==> src/rtl/gsb_pkg.sv <==
package gsb_pkg;
  localparam int GAIN_W = 5;
  typedef logic [GAIN_W-1:0] gain_t;
  localparam gain_t GAIN_FULL    = gain_t'(30);
  localparam gain_t CODE_STANDBY = '1;

  function automatic gain_t gain_min(input gain_t a, input gain_t b);
    return (a < b) ? a : b;
  endfunction
endpackage

==> src/rtl/gsb_slot_timer.sv <==
module gsb_slot_timer #(
  parameter int N_SLOTS   = 8,
  parameter int SLOT_BITS = 8,
  parameter int SL_W      = $clog2(N_SLOTS),
  parameter int BP_W      = $clog2(SLOT_BITS)
) (
  input  logic            clk,
  input  logic            rst_n,
  input  logic            bit_tick,
  input  logic            frame_start,
  input  logic            clk_err,
  output logic            tick_eff,
  output logic            frame_tick,
  output logic            synced,
  output logic [SL_W-1:0] cur_slot,
  output logic [BP_W-1:0] cur_bp,
  output logic [SL_W-1:0] nxt_slot,
  output logic [BP_W-1:0] nxt_bp
);
  localparam logic [BP_W-1:0] BP_LAST = BP_W'(SLOT_BITS - 1);
  localparam logic [SL_W-1:0] SL_LAST = SL_W'(N_SLOTS - 1);

  assign tick_eff   = bit_tick & ~clk_err;
  assign frame_tick = tick_eff & frame_start;

  always_comb begin
    nxt_slot = cur_slot;
    nxt_bp   = cur_bp + 1'b1;
    if (frame_start) begin
      nxt_slot = '0;
      nxt_bp   = '0;
    end else if (cur_bp == BP_LAST) begin
      nxt_bp   = '0;
      nxt_slot = (cur_slot == SL_LAST) ? '0 : cur_slot + 1'b1;
    end
  end

  always_ff @(posedge clk) begin
    if (!rst_n) begin
      synced   <= 1'b0;
      cur_slot <= '0;
      cur_bp   <= '0;
    end else if (tick_eff) begin
      if (frame_start) synced <= 1'b1;
      if (frame_start || synced) begin
        cur_slot <= nxt_slot;
        cur_bp   <= nxt_bp;
      end
    end
  end


  frame_origin_chk: assert property (@(posedge clk) disable iff (!rst_n)
    frame_tick |=> (cur_slot == '0 && cur_bp == '0 && synced));
endmodule

==> src/rtl/gsb_tx.sv <==
module gsb_tx
  import gsb_pkg::*;
#(
  parameter int N_SLOTS   = 8,
  parameter int SLOT_BITS = 8,
  parameter int SL_W      = $clog2(N_SLOTS),
  parameter int BP_W      = $clog2(SLOT_BITS)
) (
  input  logic               clk,
  input  logic               rst_n,
  input  logic               tick_eff,
  input  logic               frame_tick,
  input  logic [SL_W-1:0]    nxt_slot,
  input  logic [BP_W-1:0]    nxt_bp,
  input  logic [BP_W-1:0]    cur_bp,
  input  logic               cfg_bus_en,
  input  logic [N_SLOTS-1:0] cfg_tx_mask,
  input  logic               go_new,
  input  gain_t              code_new,
  output logic               bus_out,
  output logic               bus_oe
);
  localparam logic [BP_W-1:0] LAST_CODE_BP = BP_W'(GAIN_W);

  logic  go_r, go_now, drive_nxt, bit_nxt;
  gain_t code_r, code_now;

  always_comb begin
    int idx;
    go_now    = frame_tick ? go_new : go_r;
    code_now  = frame_tick ? code_new : code_r;
    drive_nxt = go_now && cfg_bus_en && cfg_tx_mask[nxt_slot] && (nxt_bp <= LAST_CODE_BP);
    idx       = GAIN_W - int'(nxt_bp);
    bit_nxt   = 1'b0;
    if (nxt_bp != '0 && idx >= 0 && idx < GAIN_W) bit_nxt = code_now[idx];
  end

  always_ff @(posedge clk) begin
    if (!rst_n) begin
      go_r    <= 1'b0;
      code_r  <= '0;
      bus_oe  <= 1'b0;
      bus_out <= 1'b0;
    end else if (tick_eff) begin
      go_r    <= go_now;
      code_r  <= code_now;
      bus_oe  <= drive_nxt;
      bus_out <= drive_nxt & bit_nxt;
    end
  end


  start_bit_low_chk: assert property (@(posedge clk) disable iff (!rst_n)
    (bus_oe && cur_bp == '0) |-> !bus_out);

  release_after_code_chk: assert property (@(posedge clk) disable iff (!rst_n)
    bus_oe |-> (cur_bp <= LAST_CODE_BP));
endmodule

==> src/rtl/gsb_rx.sv <==
module gsb_rx
  import gsb_pkg::*;
#(
  parameter int N_SLOTS   = 8,
  parameter int SLOT_BITS = 8,
  parameter int SL_W      = $clog2(N_SLOTS),
  parameter int BP_W      = $clog2(SLOT_BITS)
) (
  input  logic               clk,
  input  logic               rst_n,
  input  logic               tick_eff,
  input  logic               frame_tick,
  input  logic               synced,
  input  logic [SL_W-1:0]    cur_slot,
  input  logic [BP_W-1:0]    cur_bp,
  input  logic               bus_in,
  input  logic               cfg_bus_en,
  input  logic [N_SLOTS-1:0] cfg_listen,
  input  gain_t              local_term,
  output gain_t              gain_applied,
  output logic               gain_upd,
  output logic               rx_standby
);
  localparam logic [BP_W-1:0] LAST_CODE_BP = BP_W'(GAIN_W);

  logic  start_ok;
  gain_t shreg, acc, rx_code;
  logic  slot_done;

  assign rx_code   = {shreg[GAIN_W-2:0], bus_in};
  assign slot_done = tick_eff && synced && (cur_bp == LAST_CODE_BP) && start_ok
                     && cfg_listen[cur_slot] && cfg_bus_en;

  always_ff @(posedge clk) begin
    if (!rst_n) begin
      start_ok     <= 1'b0;
      shreg        <= '0;
      acc          <= GAIN_FULL;
      gain_applied <= GAIN_FULL;
      gain_upd     <= 1'b0;
      rx_standby   <= 1'b0;
    end else begin
      gain_upd <= 1'b0;
      if (tick_eff && synced) begin
        if (cur_bp == '0) begin
          start_ok <= ~bus_in;
          shreg    <= '0;
        end else if (cur_bp <= LAST_CODE_BP) begin
          shreg <= rx_code;
        end
      end
      if (slot_done) begin
        if (rx_code == CODE_STANDBY) rx_standby <= 1'b1;
        else                         acc <= gain_min(acc, rx_code);
      end
      if (frame_tick && synced) begin
        gain_applied <= gain_min(acc, local_term);
        gain_upd     <= 1'b1;
        acc          <= GAIN_FULL;
      end
    end
  end


  applied_not_above_local_chk: assert property (@(posedge clk) disable iff (!rst_n)
    gain_upd |-> (gain_applied <= $past(local_term)));
endmodule

==> src/rtl/gain_sync_bus.sv <==
module gain_sync_bus
  import gsb_pkg::*;
#(
  parameter int N_SLOTS   = 8,
  parameter int SLOT_BITS = 8
) (
  input  logic               clk,
  input  logic               rst_n,
  input  logic               bit_tick,
  input  logic               frame_start,
  input  logic               clk_err,
  input  logic               cfg_bus_en,
  input  logic               cfg_agc_en,
  input  logic [N_SLOTS-1:0] cfg_tx_slots,
  input  logic [N_SLOTS-1:0] cfg_listen,
  input  logic               agc_active,
  input  logic [GAIN_W-1:0]  local_gain,
  input  logic               agc_timeout,
  input  logic               bus_in,
  output logic               bus_out,
  output logic               bus_oe,
  output logic [GAIN_W-1:0]  gain_applied,
  output logic               gain_upd,
  output logic               standby,
  output logic               standby_irq
);
  localparam int SL_W = (N_SLOTS > 1) ? $clog2(N_SLOTS) : 1;
  localparam int BP_W = $clog2(SLOT_BITS);

  logic            tick_eff, frame_tick, synced;
  logic [SL_W-1:0] cur_slot, nxt_slot;
  logic [BP_W-1:0] cur_bp, nxt_bp;
  logic            local_stby, rx_stby, local_used, go_new;
  gain_t           local_term, code_new;

  always_ff @(posedge clk) begin
    if (!rst_n) begin
      local_stby  <= 1'b0;
      standby_irq <= 1'b0;
    end else begin
      local_stby  <= local_stby | agc_timeout;
      standby_irq <= agc_timeout & ~local_stby;
    end
  end

  assign standby    = local_stby | rx_stby;
  assign local_used = cfg_agc_en & agc_active;
  assign local_term = local_used ? gain_min(local_gain, GAIN_FULL) : GAIN_FULL;
  assign go_new     = cfg_bus_en & (local_stby | local_used);
  assign code_new   = local_stby ? CODE_STANDBY : local_gain;

  gsb_slot_timer #(.N_SLOTS(N_SLOTS), .SLOT_BITS(SLOT_BITS), .SL_W(SL_W), .BP_W(BP_W)) u_timer (
    .clk(clk), .rst_n(rst_n), .bit_tick(bit_tick), .frame_start(frame_start),
    .clk_err(clk_err), .tick_eff(tick_eff), .frame_tick(frame_tick), .synced(synced),
    .cur_slot(cur_slot), .cur_bp(cur_bp), .nxt_slot(nxt_slot), .nxt_bp(nxt_bp)
  );

  gsb_tx #(.N_SLOTS(N_SLOTS), .SLOT_BITS(SLOT_BITS), .SL_W(SL_W), .BP_W(BP_W)) u_tx (
    .clk(clk), .rst_n(rst_n), .tick_eff(tick_eff), .frame_tick(frame_tick),
    .nxt_slot(nxt_slot), .nxt_bp(nxt_bp), .cur_bp(cur_bp), .cfg_bus_en(cfg_bus_en),
    .cfg_tx_mask(cfg_tx_slots), .go_new(go_new), .code_new(code_new),
    .bus_out(bus_out), .bus_oe(bus_oe)
  );

  gsb_rx #(.N_SLOTS(N_SLOTS), .SLOT_BITS(SLOT_BITS), .SL_W(SL_W), .BP_W(BP_W)) u_rx (
    .clk(clk), .rst_n(rst_n), .tick_eff(tick_eff), .frame_tick(frame_tick),
    .synced(synced), .cur_slot(cur_slot), .cur_bp(cur_bp), .bus_in(bus_in),
    .cfg_bus_en(cfg_bus_en), .cfg_listen(cfg_listen), .local_term(local_term),
    .gain_applied(gain_applied), .gain_upd(gain_upd), .rx_standby(rx_stby)
  );


  freeze_hold_chk: assert property (@(posedge clk) disable iff (!rst_n)
    clk_err |=> ($stable(bus_oe) && $stable(bus_out) && $stable(gain_applied) && !gain_upd));

  irq_single_cycle_chk: assert property (@(posedge clk) disable iff (!rst_n)
    standby_irq |=> !standby_irq);

  irq_only_local_chk: assert property (@(posedge clk) disable iff (!rst_n)
    standby_irq |-> ($past(agc_timeout) && standby));

  update_on_frame_chk: assert property (@(posedge clk) disable iff (!rst_n)
    gain_upd |-> $past(frame_start && bit_tick && !clk_err));
endmodule

==> config.mk <==
export PLATFORM = sky130hd
export DESIGN_NAME = gain_sync_bus
export DESIGN_NICKNAME = d
export VERILOG_FILES = /design/src/rtl/gsb_pkg.sv /design/src/rtl/gsb_slot_timer.sv /design/src/rtl/gsb_tx.sv /design/src/rtl/gsb_rx.sv /design/src/rtl/gain_sync_bus.sv
export SDC_FILE = /design/constraint.sdc
export NUM_CORES = 1
export LEC_CHECK = 0
export BUFFER_PORTS_ARGS = -buffer_cell sky130_fd_sc_hd__buf_2
export CORE_MARGIN = 2
export CORE_UTILIZATION = 60
export DETAILED_ROUTE_END_ITERATION = 10
export PLACE_DENSITY = 0.94
export RECOVER_POWER = 25
export SETUP_SLACK_MARGIN = 0.2
export SLEW_MARGIN = 20
export SYNTH_ARGS = -nofsm -noshare
export SYNTH_HDL_FRONTEND = slang
export SYNTH_SLANG_ARGS = --single-unit
==> constraint.sdc <==
create_clock -name clk -period 6.5 [get_ports clk]
set_clock_uncertainty 0.1 [all_clocks]
set_input_delay 0.325 -clock clk [delete_from_list [all_inputs] [get_ports clk]]
set_output_delay 0.325 -clock clk [all_outputs]
set_load 0.02 [all_outputs]
==> results by group <==
Outcome
  – Status: complete, no violations

Worst hold path
  – Hold Crit Class: input pin to register

Worst setup path
  – WS Path Type: register to register
  – CP top delay family: compound AO/OA/AOI/OAI gates
  – Crit-path cells: ha_1 -> ha_1 -> nor2_1 -> nand2_1 -> inv_1 -> ha_1 -> a21boi_0 -> a2111oi_0 -> o21ai_0 -> o31ai_1
  – CP Launch Type: register
  – Crit path max fanout: 7
  – Slowest CP cell: a2111oi_0
  – Crit path buffers/inverters: 1
  – Critical Path RT: 6.66 ns
  – CP peak stage delay: 0.50 ns
  – Critical Path AT: 2.84 ns
  – CP most frequent cell: ha_1
  – R2R Setup Slk: 3.82 ns
  – Crit end category: register

Power
  – Pwr/cell area: 169 nW/µm²
  – P_leak: 1.07 nW
  – Tot Pwr: 412 µW
  – Max VDD drop: 0.154 mV

Timing
  – Actual slew at the worst max-slew pin: 0.860 ns
  – Final worst slack: 3.82 ns
  – Max Fclk: 0.374 GHz
  – Sum Neg Setup Slack: 0 ns
  – Final Hold Fails: 0
  – Final period util: 0.412
  – RSZ-0062 raised after global routing: no
  – Fin. max-slew vios: 0
  – Min cycle time layout: 2.68 ns
  – Final number of setup-violating endpoints: 0
  – Slew Limit Headroom: 0.426
  – WHS: 0.0880 ns

Global route
  – Total grt overflow: 0
  – Antenna violations before repair: 0
  – Global-route track usage on met2: 0.395
  – GRT Total Usage: 0.254
  – Number of global-route vias before repair: 1856
  – M1 GR Usage: 0.333
  – Top Usage Layer GRT: met2
  – Global-route wire length before repair: 8200 µm
  – Largest net degree at the start of global routing: 28
  – Met3 usage: 0.0687

Die
  – Initial Util: 0.639
  – Row count: 21
  – Top-level port count: 41
  – Core footprint: 3390 µm²
  – Die height: 64.1 µm
  – Die X: 64.1 µm
  – Die Area: 4100 µm²

Drt
  – Vias/cell: 5.86
  – Final ANT Viol Nets: 0
  – DRC Markers: 0
  – Initial DRC count: 100
  – Drt wl/cell: 14.3 µm
  – Post-Route WL: 4800 µm
  – DR vias: 1969
  – DR pass1 iterations: 4

Layout
  – Fillers: 260
  – NumNets Final: 338
  – Final instance area: 2440 µm²
  – Area grow syn2layout: 12.8%
  – Cell Count, Final, Fillers Out: 336
  – Diode count: 0
  – Final Core Density: 0.721
  – Share of layout cells above drive strength 1: 0.200

Yosys
  – Sequential area share after synthesis: 0.314
  – Mean post-synth cell area: 8.56 µm²
  – Async set or reset register ratio after synthesis: 0
  – Leading area contributor after synthesis: dfxtp_1
  – Number of synthesized flops with an enable pin: 0
  – Most used flip-flop cell after synthesis: dfxtp_1
  – Area of the mapped netlist: 2160 µm²
  – Top cells by instance count after synthesis: dfxtp_1, nand2_1, ha_1, inv_1
  – Distinct cells, synth: 52
  – Post-synthesis net count: 302
  – Post-synth top area share: 0.314
  – Syn Inst Count: 253
  – Top-count cell post-synth: dfxtp_1
  – Synth area leaders: dfxtp_1, ha_1, nand2_1
  – Yosys warns: 0
  – Synthesis-stage register bit count: 34

Clock network
  – # hold bufs at CTS: 0
  – Post_cts resized: 0
  – Clock sinks: 34
  – CTS Root Cell: clkbuf_4
  – Clock slew at reported path FFs: 0.10 ns
  – Skew-Pair Late Insertion Delay: 0.35 ns
  – Max clock buf depth: 2
  – H-tree levels: 2
  – Setup Buffers After CTS: 0
  – CTS Buf Count: 5
  – CTS tree: done

Place
  – DPL Wire Length: 3750 µm
  – Placer Congestion: 0.937
  – DP Area: 2370 µm²
  – PortBufs: 40
  – Inst Count DP: 328
  – Setup WS pre-CTS: 3.90 ns

Job
  – MaxCap Viol Count: 0
[area by class of cell]
class	count	area, µm²	share of cell area
sequential	34	681	0.279
clock buffer	7	45.0	0.0184
tap	46	57.6	0.0236
inverter	15	56.3	0.0231
clock inverter	1	30.0	0.0123
multi-input combinational	193	1380	0.563
timing repair buffer	40	198	0.0809
[report_power, final]
part / switching (mW) / internal [mW]
clock: 0.0718 / 0.0815
sequential: 0.00234 / 0.211
combinational: 0.0247 / 0.0203
[layout by cell type, fill, tap and decap left out, types with 2 or more instances in the layout]
cell type / Yosys / routed
a211oi_1: 2 / 2
a21boi_0: 3 / 3
a21oi_1: 14 / 14
a22oi_1: 4 / 4
a311oi_1: 2 / 2
a31oi_1: 3 / 3
and2_1: 6 / 6
and3_1: 4 / 4
and3b_1: 3 / 3
buf_2: 0 / 38
clkbuf_1: 9 / 4
clkbuf_4: 0 / 5
dfxtp_1: 34 / 34
ha_1: 18 / 18
inv_1: 15 / 15
mux2_2: 5 / 5
mux2i_1: 4 / 4
mux4_1: 2 / 2
nand2_1: 22 / 22
nand2b_1: 9 / 9
nand3_1: 5 / 5
nand3b_1: 5 / 5
nand4_1: 4 / 4
nor2_1: 14 / 14
nor2b_1: 6 / 6
nor3_1: 4 / 4
nor3b_1: 2 / 2
o211a_1: 4 / 4
o21a_1: 3 / 3
o21ai_0: 13 / 13
o221ai_1: 2 / 2
o31ai_1: 2 / 2
o32a_1: 2 / 2
or2_2: 2 / 2
or3_1: 7 / 7
[sequential cells by signal, indices dropped and copies added, names as in the netlist, 3 cells and up]
register	count
u_rx.acc	5
u_rx.gain_applied	5
u_tx.code_r	5
u_rx.shreg	4
u_timer.cur_bp	3
u_timer.cur_slot	3
[per-layer routing]
metal,share of wire,vias up,wire [µm]
met5,0,-,0
li1,-,998,-
met4,0.016,0,77
met3,0.046,9,219
met2,0.48,44,2290
met1,0.46,918,2210
[worst paths after layout]
path / from / end / cells past startpoint
setup / recovery: u_timer.cur_bp[0] / u_tx.bus_out / 10
hold / removal: agc_timeout / local_stby / 2
setup reg to reg: u_timer.cur_bp[0] / u_tx.bus_out / 10
hold reg to reg: u_rx.rx_standby / u_rx.rx_standby / 1
[cell families (layout without fill, tap and decap cells)]
logic type	Yosys count	in the layout	synth area share
mux	11	11	0.0688
simple gates	101	101	0.262
fa+ha+maj	18	18	0.104
buf+inv	26	63	0.0503
flops	34	34	0.314
compound gates	63	63	0.200
No activity file was read; power rests on OpenSTA's default activity.
